`config.mk`:
```
export PLATFORM = sky130hd
export DESIGN_NAME = host_bus_decoder
export DESIGN_NICKNAME = d
export VERILOG_FILES = /design/src/rtl/hbd_pkg.sv /design/src/rtl/hbd_sync.sv /design/src/rtl/hbd_strobe_ctrl.sv /design/src/rtl/hbd_addr_decode.sv /design/src/rtl/hbd_read_mux.sv /design/src/rtl/host_bus_decoder.sv
export SDC_FILE = /design/constraint.sdc
export NUM_CORES = 1
export LEC_CHECK = 0
export ABC_AREA = 1
export BUFFER_PORTS_ARGS = -buffer_cell sky130_fd_sc_hd__buf_2
export CAP_MARGIN = 20
export CORE_MARGIN = 2
export CORE_UTILIZATION = 48
export DETAILED_ROUTE_END_ITERATION = 6
export PLACE_DENSITY = 0.92
export SLEW_MARGIN = 20
export SYNTH_ARGS = -nofsm -noshare
export SYNTH_HDL_FRONTEND = slang
export SYNTH_HIERARCHICAL = 1
export SYNTH_SLANG_ARGS = --single-unit
```
`constraint.sdc`:
```
create_clock -name clk_i -period 3.55 [get_ports clk_i]
set_input_delay 0.71 -clock clk_i [delete_from_list [all_inputs] [get_ports clk_i]]
set_output_delay 0.71 -clock clk_i [all_outputs]
set_load 0.05 [all_outputs]
```
`src/rtl/hbd_pkg.sv`:
```
package hbd_pkg;
  typedef enum logic [1:0] {
    TGT_NONE  = 2'd0,
    TGT_CHAN  = 2'd1,
    TGT_BCAST = 2'd2,
    TGT_GLOB  = 2'd3
  } tgt_e;
endpackage

```
`src/rtl/hbd_sync.sv`:
```
module hbd_sync #(
  parameter int             W       = 1,
  parameter int             STAGES  = 2,
  parameter logic [W-1:0]   RST_VAL = '0
) (
  input  logic         clk_i,
  input  logic         rst_ni,
  input  logic [W-1:0] d_i,
  output logic [W-1:0] q_o
);
  logic [STAGES-1:0][W-1:0] stage_q;

  generate
    if (STAGES == 1) begin : g_one
      always_ff @(posedge clk_i or negedge rst_ni)
        if (!rst_ni) stage_q <= RST_VAL;
        else         stage_q <= d_i;
    end else begin : g_chain
      always_ff @(posedge clk_i or negedge rst_ni)
        if (!rst_ni) stage_q <= {STAGES{RST_VAL}};
        else         stage_q <= {stage_q[STAGES-2:0], d_i};
    end
  endgenerate

  assign q_o = stage_q[STAGES-1];
endmodule

```
`src/rtl/hbd_strobe_ctrl.sv`:
```
module hbd_strobe_ctrl (
  input  logic clk_i,
  input  logic rst_ni,
  input  logic mode_i,
  input  logic cs_ns_i,
  input  logic ds_ns_i,
  input  logic rw_s_i,
  input  logic rd_ns_i,
  input  logic wr_ns_i,
  output logic start_o,
  output logic wr_cap_o,
  output logic wr_go_o,
  output logic rd_go_o,
  output logic oe_o
);
  logic active, rd_dir, stop;
  logic active_q, wr_pend_q, wr_go_q, rd_go_q, oe_q;

  assign active  = !cs_ns_i && (mode_i ? (!rd_ns_i || !wr_ns_i) : !ds_ns_i);
  assign rd_dir  = mode_i ? !rd_ns_i : rw_s_i;
  assign start_o = active && !active_q;
  assign stop    = !active && active_q;
  // mode 0 takes write data at access start, mode 1 at write strobe release
  assign wr_cap_o = (start_o && !rd_dir && !mode_i) || (stop && wr_pend_q);

  always_ff @(posedge clk_i or negedge rst_ni) begin
    if (!rst_ni) begin
      active_q  <= 1'b0;
      wr_pend_q <= 1'b0;
      wr_go_q   <= 1'b0;
      rd_go_q   <= 1'b0;
      oe_q      <= 1'b0;
    end else begin
      active_q <= active;
      if (start_o)   wr_pend_q <= mode_i && !rd_dir;
      else if (stop) wr_pend_q <= 1'b0;
      wr_go_q <= wr_cap_o;
      rd_go_q <= start_o && rd_dir;
      if (!active)      oe_q <= 1'b0;
      else if (rd_go_q) oe_q <= 1'b1;
    end
  end

  assign wr_go_o = wr_go_q;
  assign rd_go_o = rd_go_q;
  assign oe_o    = oe_q;

  a_r8_one_kind: assert property (@(posedge clk_i) disable iff (!rst_ni)
    !(wr_go_q && rd_go_q));
  a_r8_wr_single: assert property (@(posedge clk_i) disable iff (!rst_ni)
    wr_go_q |=> !wr_go_q);
  a_r8_rd_single: assert property (@(posedge clk_i) disable iff (!rst_ni)
    rd_go_q |=> !rd_go_q);
  a_r9_oe_release: assert property (@(posedge clk_i) disable iff (!rst_ni)
    !active |=> !oe_q);
  a_r9_oe_in_access: assert property (@(posedge clk_i) disable iff (!rst_ni)
    oe_q |-> active_q);
endmodule

```
`src/rtl/hbd_addr_decode.sv`:
```
module hbd_addr_decode
  import hbd_pkg::*;
#(
  parameter int ADDR_W   = 12,
  parameter int CH_SEL_W = 3,
  parameter int REG_W    = 8
) (
  input  logic [ADDR_W-1:0]   addr_i,
  output tgt_e                tgt_o,
  output logic [CH_SEL_W-1:0] ch_o,
  output logic [REG_W-1:0]    reg_o
);
  localparam int MSB = ADDR_W - 1;

  logic [CH_SEL_W-1:0] sel;
  assign sel   = addr_i[MSB-1 -: CH_SEL_W];
  assign ch_o  = sel;
  assign reg_o = addr_i[REG_W-1:0];

  always_comb begin
    if (!addr_i[MSB])              tgt_o = TGT_CHAN;
    else if (sel == '0)            tgt_o = TGT_BCAST;
    else if (sel[0] && !sel[1])    tgt_o = TGT_GLOB;
    else                           tgt_o = TGT_NONE;
  end
endmodule

```
`src/rtl/hbd_read_mux.sv`:
```
module hbd_read_mux
  import hbd_pkg::*;
#(
  parameter int DATA_W   = 16,
  parameter int N_CH     = 8,
  parameter int CH_SEL_W = 3
) (
  input  logic                   clk_i,
  input  logic                   rst_ni,
  input  logic                   rd_go_i,
  input  tgt_e                   tgt_i,
  input  logic [CH_SEL_W-1:0]    ch_i,
  input  logic [N_CH*DATA_W-1:0] ch_rdata_i,
  input  logic [DATA_W-1:0]      glb_rdata_i,
  output logic [DATA_W-1:0]      rdata_o
);
  logic [DATA_W-1:0] words [N_CH];
  logic [DATA_W-1:0] sel_word, rdata_q;

  generate
    for (genvar c = 0; c < N_CH; c++) begin : g_word
      assign words[c] = ch_rdata_i[c*DATA_W +: DATA_W];
    end
  endgenerate

  always_comb begin
    case (tgt_i)
      TGT_CHAN: sel_word = words[ch_i];
      TGT_GLOB: sel_word = glb_rdata_i;
      default:  sel_word = '0;
    endcase
  end

  always_ff @(posedge clk_i or negedge rst_ni)
    if (!rst_ni)      rdata_q <= '0;
    else if (rd_go_i) rdata_q <= sel_word;

  assign rdata_o = rdata_q;

  a_r4_dead_read_zero: assert property (@(posedge clk_i) disable iff (!rst_ni)
    (rd_go_i && (tgt_i == TGT_BCAST || tgt_i == TGT_NONE)) |=> (rdata_q == '0));
endmodule

```
`src/rtl/host_bus_decoder.sv`:
```
module host_bus_decoder
  import hbd_pkg::*;
#(
  parameter int  DATA_W      = 16,
  parameter int  ADDR_W      = 12,
  parameter int  N_CH        = 8,
  parameter int  SYNC_STAGES = 2,
  localparam int CH_SEL_W    = $clog2(N_CH),
  localparam int REG_W       = ADDR_W - 1 - CH_SEL_W
) (
  input  logic                   clk_i,
  input  logic                   rst_ni,
  input  logic                   mode_i,
  input  logic                   cs_ni,
  input  logic                   ds_ni,
  input  logic                   rw_i,
  input  logic                   rd_ni,
  input  logic                   wr_ni,
  input  logic [ADDR_W-1:0]      addr_i,
  input  logic [DATA_W-1:0]      wdata_i,
  output logic [DATA_W-1:0]      rdata_o,
  output logic                   rdata_oe_o,
  output logic [N_CH-1:0]        ch_we_o,
  output logic [N_CH-1:0]        ch_re_o,
  output logic [REG_W-1:0]       reg_addr_o,
  output logic [DATA_W-1:0]      reg_wdata_o,
  input  logic [N_CH*DATA_W-1:0] ch_rdata_i,
  output logic                   glb_we_o,
  output logic                   glb_re_o,
  input  logic [DATA_W-1:0]      glb_rdata_i,
  input  logic [N_CH-1:0]        ch_irq_i,
  output logic                   irq_no
);
  localparam int NSYNC = 5;

  logic [NSYNC-1:0] raw, synced;
  logic start, wr_cap, wr_go, rd_go, oe;

  assign raw = {cs_ni, ds_ni, rw_i, rd_ni, wr_ni};

  hbd_sync #(
    .W      (NSYNC),
    .STAGES (SYNC_STAGES),
    .RST_VAL({NSYNC{1'b1}})
  ) u_sync (
    .clk_i (clk_i),
    .rst_ni(rst_ni),
    .d_i   (raw),
    .q_o   (synced)
  );

  hbd_strobe_ctrl u_ctrl (
    .clk_i   (clk_i),
    .rst_ni  (rst_ni),
    .mode_i  (mode_i),
    .cs_ns_i (synced[4]),
    .ds_ns_i (synced[3]),
    .rw_s_i  (synced[2]),
    .rd_ns_i (synced[1]),
    .wr_ns_i (synced[0]),
    .start_o (start),
    .wr_cap_o(wr_cap),
    .wr_go_o (wr_go),
    .rd_go_o (rd_go),
    .oe_o    (oe)
  );

  tgt_e                tgt_d, tgt_q;
  logic [CH_SEL_W-1:0] ch_d, ch_q;
  logic [REG_W-1:0]    reg_d, reg_q;
  logic [DATA_W-1:0]   wdata_q;
  logic                irq_q;

  hbd_addr_decode #(
    .ADDR_W  (ADDR_W),
    .CH_SEL_W(CH_SEL_W),
    .REG_W   (REG_W)
  ) u_dec (
    .addr_i(addr_i),
    .tgt_o (tgt_d),
    .ch_o  (ch_d),
    .reg_o (reg_d)
  );

  always_ff @(posedge clk_i or negedge rst_ni) begin
    if (!rst_ni) begin
      tgt_q   <= TGT_NONE;
      ch_q    <= '0;
      reg_q   <= '0;
      wdata_q <= '0;
      irq_q   <= 1'b1;
    end else begin
      if (start) begin
        tgt_q <= tgt_d;
        ch_q  <= ch_d;
        reg_q <= reg_d;
      end
      if (wr_cap) wdata_q <= wdata_i;
      irq_q <= ~|ch_irq_i;
    end
  end

  logic bcast;
  assign bcast = (tgt_q == TGT_BCAST);

  generate
    for (genvar c = 0; c < N_CH; c++) begin : g_ch
      logic hit;
      assign hit        = (tgt_q == TGT_CHAN) && (ch_q == CH_SEL_W'(c));
      assign ch_we_o[c] = wr_go && (hit || bcast);
      assign ch_re_o[c] = rd_go && hit;
    end
  endgenerate

  assign glb_we_o    = wr_go && (tgt_q == TGT_GLOB);
  assign glb_re_o    = rd_go && (tgt_q == TGT_GLOB);
  assign reg_addr_o  = reg_q;
  assign reg_wdata_o = wdata_q;
  assign rdata_oe_o  = oe;
  assign irq_no      = irq_q;

  hbd_read_mux #(
    .DATA_W  (DATA_W),
    .N_CH    (N_CH),
    .CH_SEL_W(CH_SEL_W)
  ) u_rmux (
    .clk_i      (clk_i),
    .rst_ni     (rst_ni),
    .rd_go_i    (rd_go),
    .tgt_i      (tgt_q),
    .ch_i       (ch_q),
    .ch_rdata_i (ch_rdata_i),
    .glb_rdata_i(glb_rdata_i),
    .rdata_o    (rdata_o)
  );

  a_r2_we_shape: assert property (@(posedge clk_i) disable iff (!rst_ni)
    $onehot0(ch_we_o) || (&ch_we_o));
  a_r1_re_onehot: assert property (@(posedge clk_i) disable iff (!rst_ni)
    $onehot0(ch_re_o));
  a_r3_glb_excl: assert property (@(posedge clk_i) disable iff (!rst_ni)
    (glb_we_o || glb_re_o) |-> (ch_we_o == '0 && ch_re_o == '0));
  a_r8_no_mixed: assert property (@(posedge clk_i) disable iff (!rst_ni)
    !((|ch_we_o || glb_we_o) && (|ch_re_o || glb_re_o)));
  a_r10_irq_set: assert property (@(posedge clk_i) disable iff (!rst_ni)
    (|ch_irq_i) |=> !irq_no);
  a_r10_irq_clear: assert property (@(posedge clk_i) disable iff (!rst_ni)
    !(|ch_irq_i) |=> irq_no);
endmodule

```
==> flow_summary_export.csv <==
group,metric,value,unit
run_status,outcome,"finished clean",
critical_path,critPathTopFamily,"buffers and inverters",
cells_and_area,antennaDiodeCount,0,
cells_and_area,drive_above_1_share,38.2,%
logic_synthesis,yosysWarnings,6,
place,gp_congestion,0.890,
sta,timing.fmax,0.383,GHz
detailed_routing,wl_per_cell,12.4,um
logic_synthesis,ys_types,24,
critical_path,worstSetupStartpointType,"register",
critical_path,cpMaxStageDelayCell,"buf_4",
detailed_routing,vias,4493,
place,io_buffers,247,
clock_network,htreeDepth,3,
grt,grt_first_pass_wirelength,18.5,mm
grt,antenna_found_initial,0,
critical_path,end_kind,"primary output",
clock_network,root_buffer,"clkbuf_8",
sta,drv_slew,0,
run,drv_cap,0,
floorplanning,core,0.00830,mm^2
critical_path,cp.required,2.84,ns
detailed_routing,drc,0,
sta,slew_headroom,46.2,%
place,place_inst,916,
floorplanning,die_w,97.2,um
sta,rsz0062_at_grt,"false",
critical_path,worstPathCellList,"buf_4 > nand2_1 > nor2_1 > nand2_1 > a21oi_1 > buf_2",
critical_path,cp_common_cell,"nand2_1",
clock_network,clkTransAtPathRegs,0.06,ns
sta,setup_viol,0,
clock_network,post_cts_buffers,0,
logic_synthesis,ys.flop_type,"dfrtp_1",
clock_network,clock_path_buffers,2,
detailed_routing,firstDrtPassIters,4,
critical_path,path_class,"reg -> out",
critical_path,cp.buffers_inverters,2,
sta,period_needed,2.61,ns
clock_network,tritoncts,"yes",
sta,finalHoldViolations,0,
critical_path,cp_max_fo,47,
place,hpwl,9.08,mm
worst_hold_path,hold_class,"reg -> reg",
power,p_leak,3.14,nW
logic_synthesis,synth_seq_cells,61,
critical_path,arrival,1.90,ns
power,vdd_drop_max,0.417,mV
detailed_routing,wl,11.6,mm
floorplanning,chipHeight,97.2,um
cells_and_area,syn_to_final_growth,30.4,%
cells_and_area,layout.cells.non_filler,932,
floorplanning,die_area,0.00945,mm^2
grt,grt_overflow,0,
detailed_routing,drtAntennaViolNets,0,
clock_network,cts_made_buffers,9,
sta,finalSetupTns,0,ns
grt,grt_max_degree,92,
logic_synthesis,synth_area,0.00417,mm^2
logic_synthesis,synth.avg_cell_area,6.89,um^2
grt,first_global_vias,4153,
logic_synthesis,synth_fp_nets,793,
grt,track_usage,23.7,%
critical_path,max_stage_delay,0.42,ns
floorplanning,start_util,50.2,%
logic_synthesis,synthCells,605,
sta,clock-skew-final,0.00586,ns
sta,tightest_slew,0.807,ns
clock_network,holdBufCountCts,0,
sta,fin_crit_sh,73.5,%
logic_synthesis,seq_area_frac_synth,36.9,%
floorplanning,io_pins,248,
detailed_routing,viasPerCell,4.82,
clock_network,cts-resized-gates,0,
clock_network,clk_latency,0.33,ns
power,power.density,543,mW/mm^2
floorplanning,rows,33,
logic_synthesis,async_flop_share,100,%
detailed_routing,drt_iter0_markers,149,
clock_network,cts.sinks,61,
cells_and_area,fill_cells,787,
cells_and_area,layout.nets,1010,
logic_synthesis,synth_edf_count,0,
-- registers in the layout (all words and copies together) (netlist names) --
signal and cells:
u_ctrl/oe_o 1, u_ctrl/active_q 1, reg_wdata_o 16, reg_addr_o 8, u_sync/q_o 5, u_ctrl/wr_go_o 1, irq_no 1, u_ctrl/rd_go_o 1
tgt_q 2, u_sync/stage_q 5, u_ctrl/wr_pend_q 1, u_rmux/rdata_o 16, ch_q 3
-- where the power goes --
group / total, mW / leakage (nW) / internal, mW / switching, mW
logic: 1.46 / 2.34 / 0.437 / 1.03
clock network: 0.539 / 0.0921 / 0.288 / 0.251
registers: 0.948 / 0.713 / 0.858 / 0.0895
-- synth_stat cells, types with 6 or more instances --
master,count,area (um^2)
dfstp_2,11,289
dfrtp_1,50,1250
nand3_1,66,330
inv_2,7,26.3
mux2_4,10,150
o21ai_1,6,30.0
inv_1,69,259
nand2_1,179,672
buf_2,16,80.1
nor2_1,89,334
buf_4,19,143
mux2_2,14,158
a21oi_1,20,100
buf_6,6,67.6
o211ai_1,15,113
o21ai_0,12,60.1
-- area by class of cell --
cell class	count	area [um^2]	share of cell area, %
Tap cell	105	131	2.42
Inverter	78	293	5.39
Multi-Input combinational cell	419	2010	37.0
Sequential cell	61	1540	28.4
Clock inverter	4	22.5	0.414
Clock buffer	12	155	2.85
Timing Repair Buffer	253	1280	23.6
-- layout by cell type, fill, tap and decap left out, drive strengths merged --
| master | count |
|---|---|
| a21oi | 20 |
| buf | 253 |
| clkbuf | 12 |
| clkinv | 5 |
| clkinvlp | 1 |
| dfrtp | 50 |
| dfstp | 11 |
| inv | 76 |
| mux2 | 24 |
| nand2 | 180 |
| nand3 | 67 |
| nand4 | 1 |
| nor2 | 90 |
| nor3 | 4 |
| o211ai | 15 |
| o21ai | 18 |
-- worst paths after layout --
check	slack (ns)	cells after the start	to	startpoint
max in group asynchronous	2.56	2	reg_wdata_o[1]	rst_ni
worst max-delay path	0.94	6	ch_we_o[3]	ch_q[1]
min in group asynchronous	0.37	1	reg_addr_o[0]	rst_ni
worst min-delay path	0.36	0	u_sync/q_o[0]	u_sync/stage_q[0]
worst min register to register	0.36	0	u_sync/q_o[0]	u_sync/stage_q[0]
worst max register to register	1.45	7	reg_wdata_o[0]	u_sync/q_o[0]
-- through the flow --
step           utilization [%]  hold slack (ns)  worst slack [ns]  instance area [um^2]  power, mW
4_1_cts                   65.4            0.357             0.912                  5430       2.98
5_1_grt                   65.5            0.359             0.728                  5440       3.14
3_5_place_dp              63.3            0.347             0.915                  5250       2.43
3_3_place_gp              63.3            0.346             0.944                  5250       2.40
6_report                  65.5            0.356             0.940                  5440       2.95
2_1_floorplan                -            0.345              1.15                  4170       2.06
-- kinds of logic (layout without fill, tap and decap cells) --
logic type             Yosys count  count (layout)  synth area share [%]
DFF                             61              61                  36.9
buffers and inverters          125             347                  14.9
and+or+nand+nor                342             342                  33.5
muxes                           24              24                  7.38
AOI/OAI and AO/OA               53              53                  7.26
-- metal layers --
metal / vias up / part of all wire (%) / track usage [%]
met2: 177 / 49 / 41.2
met3: 20 / 8.2 / 6.62
met1: 1995 / 41 / 28.2
met5: - / 0 / 0
li1: 2301 / - / -
met4: 0 / 2.1 / 7.58
(Power assumes the default switching activity.)
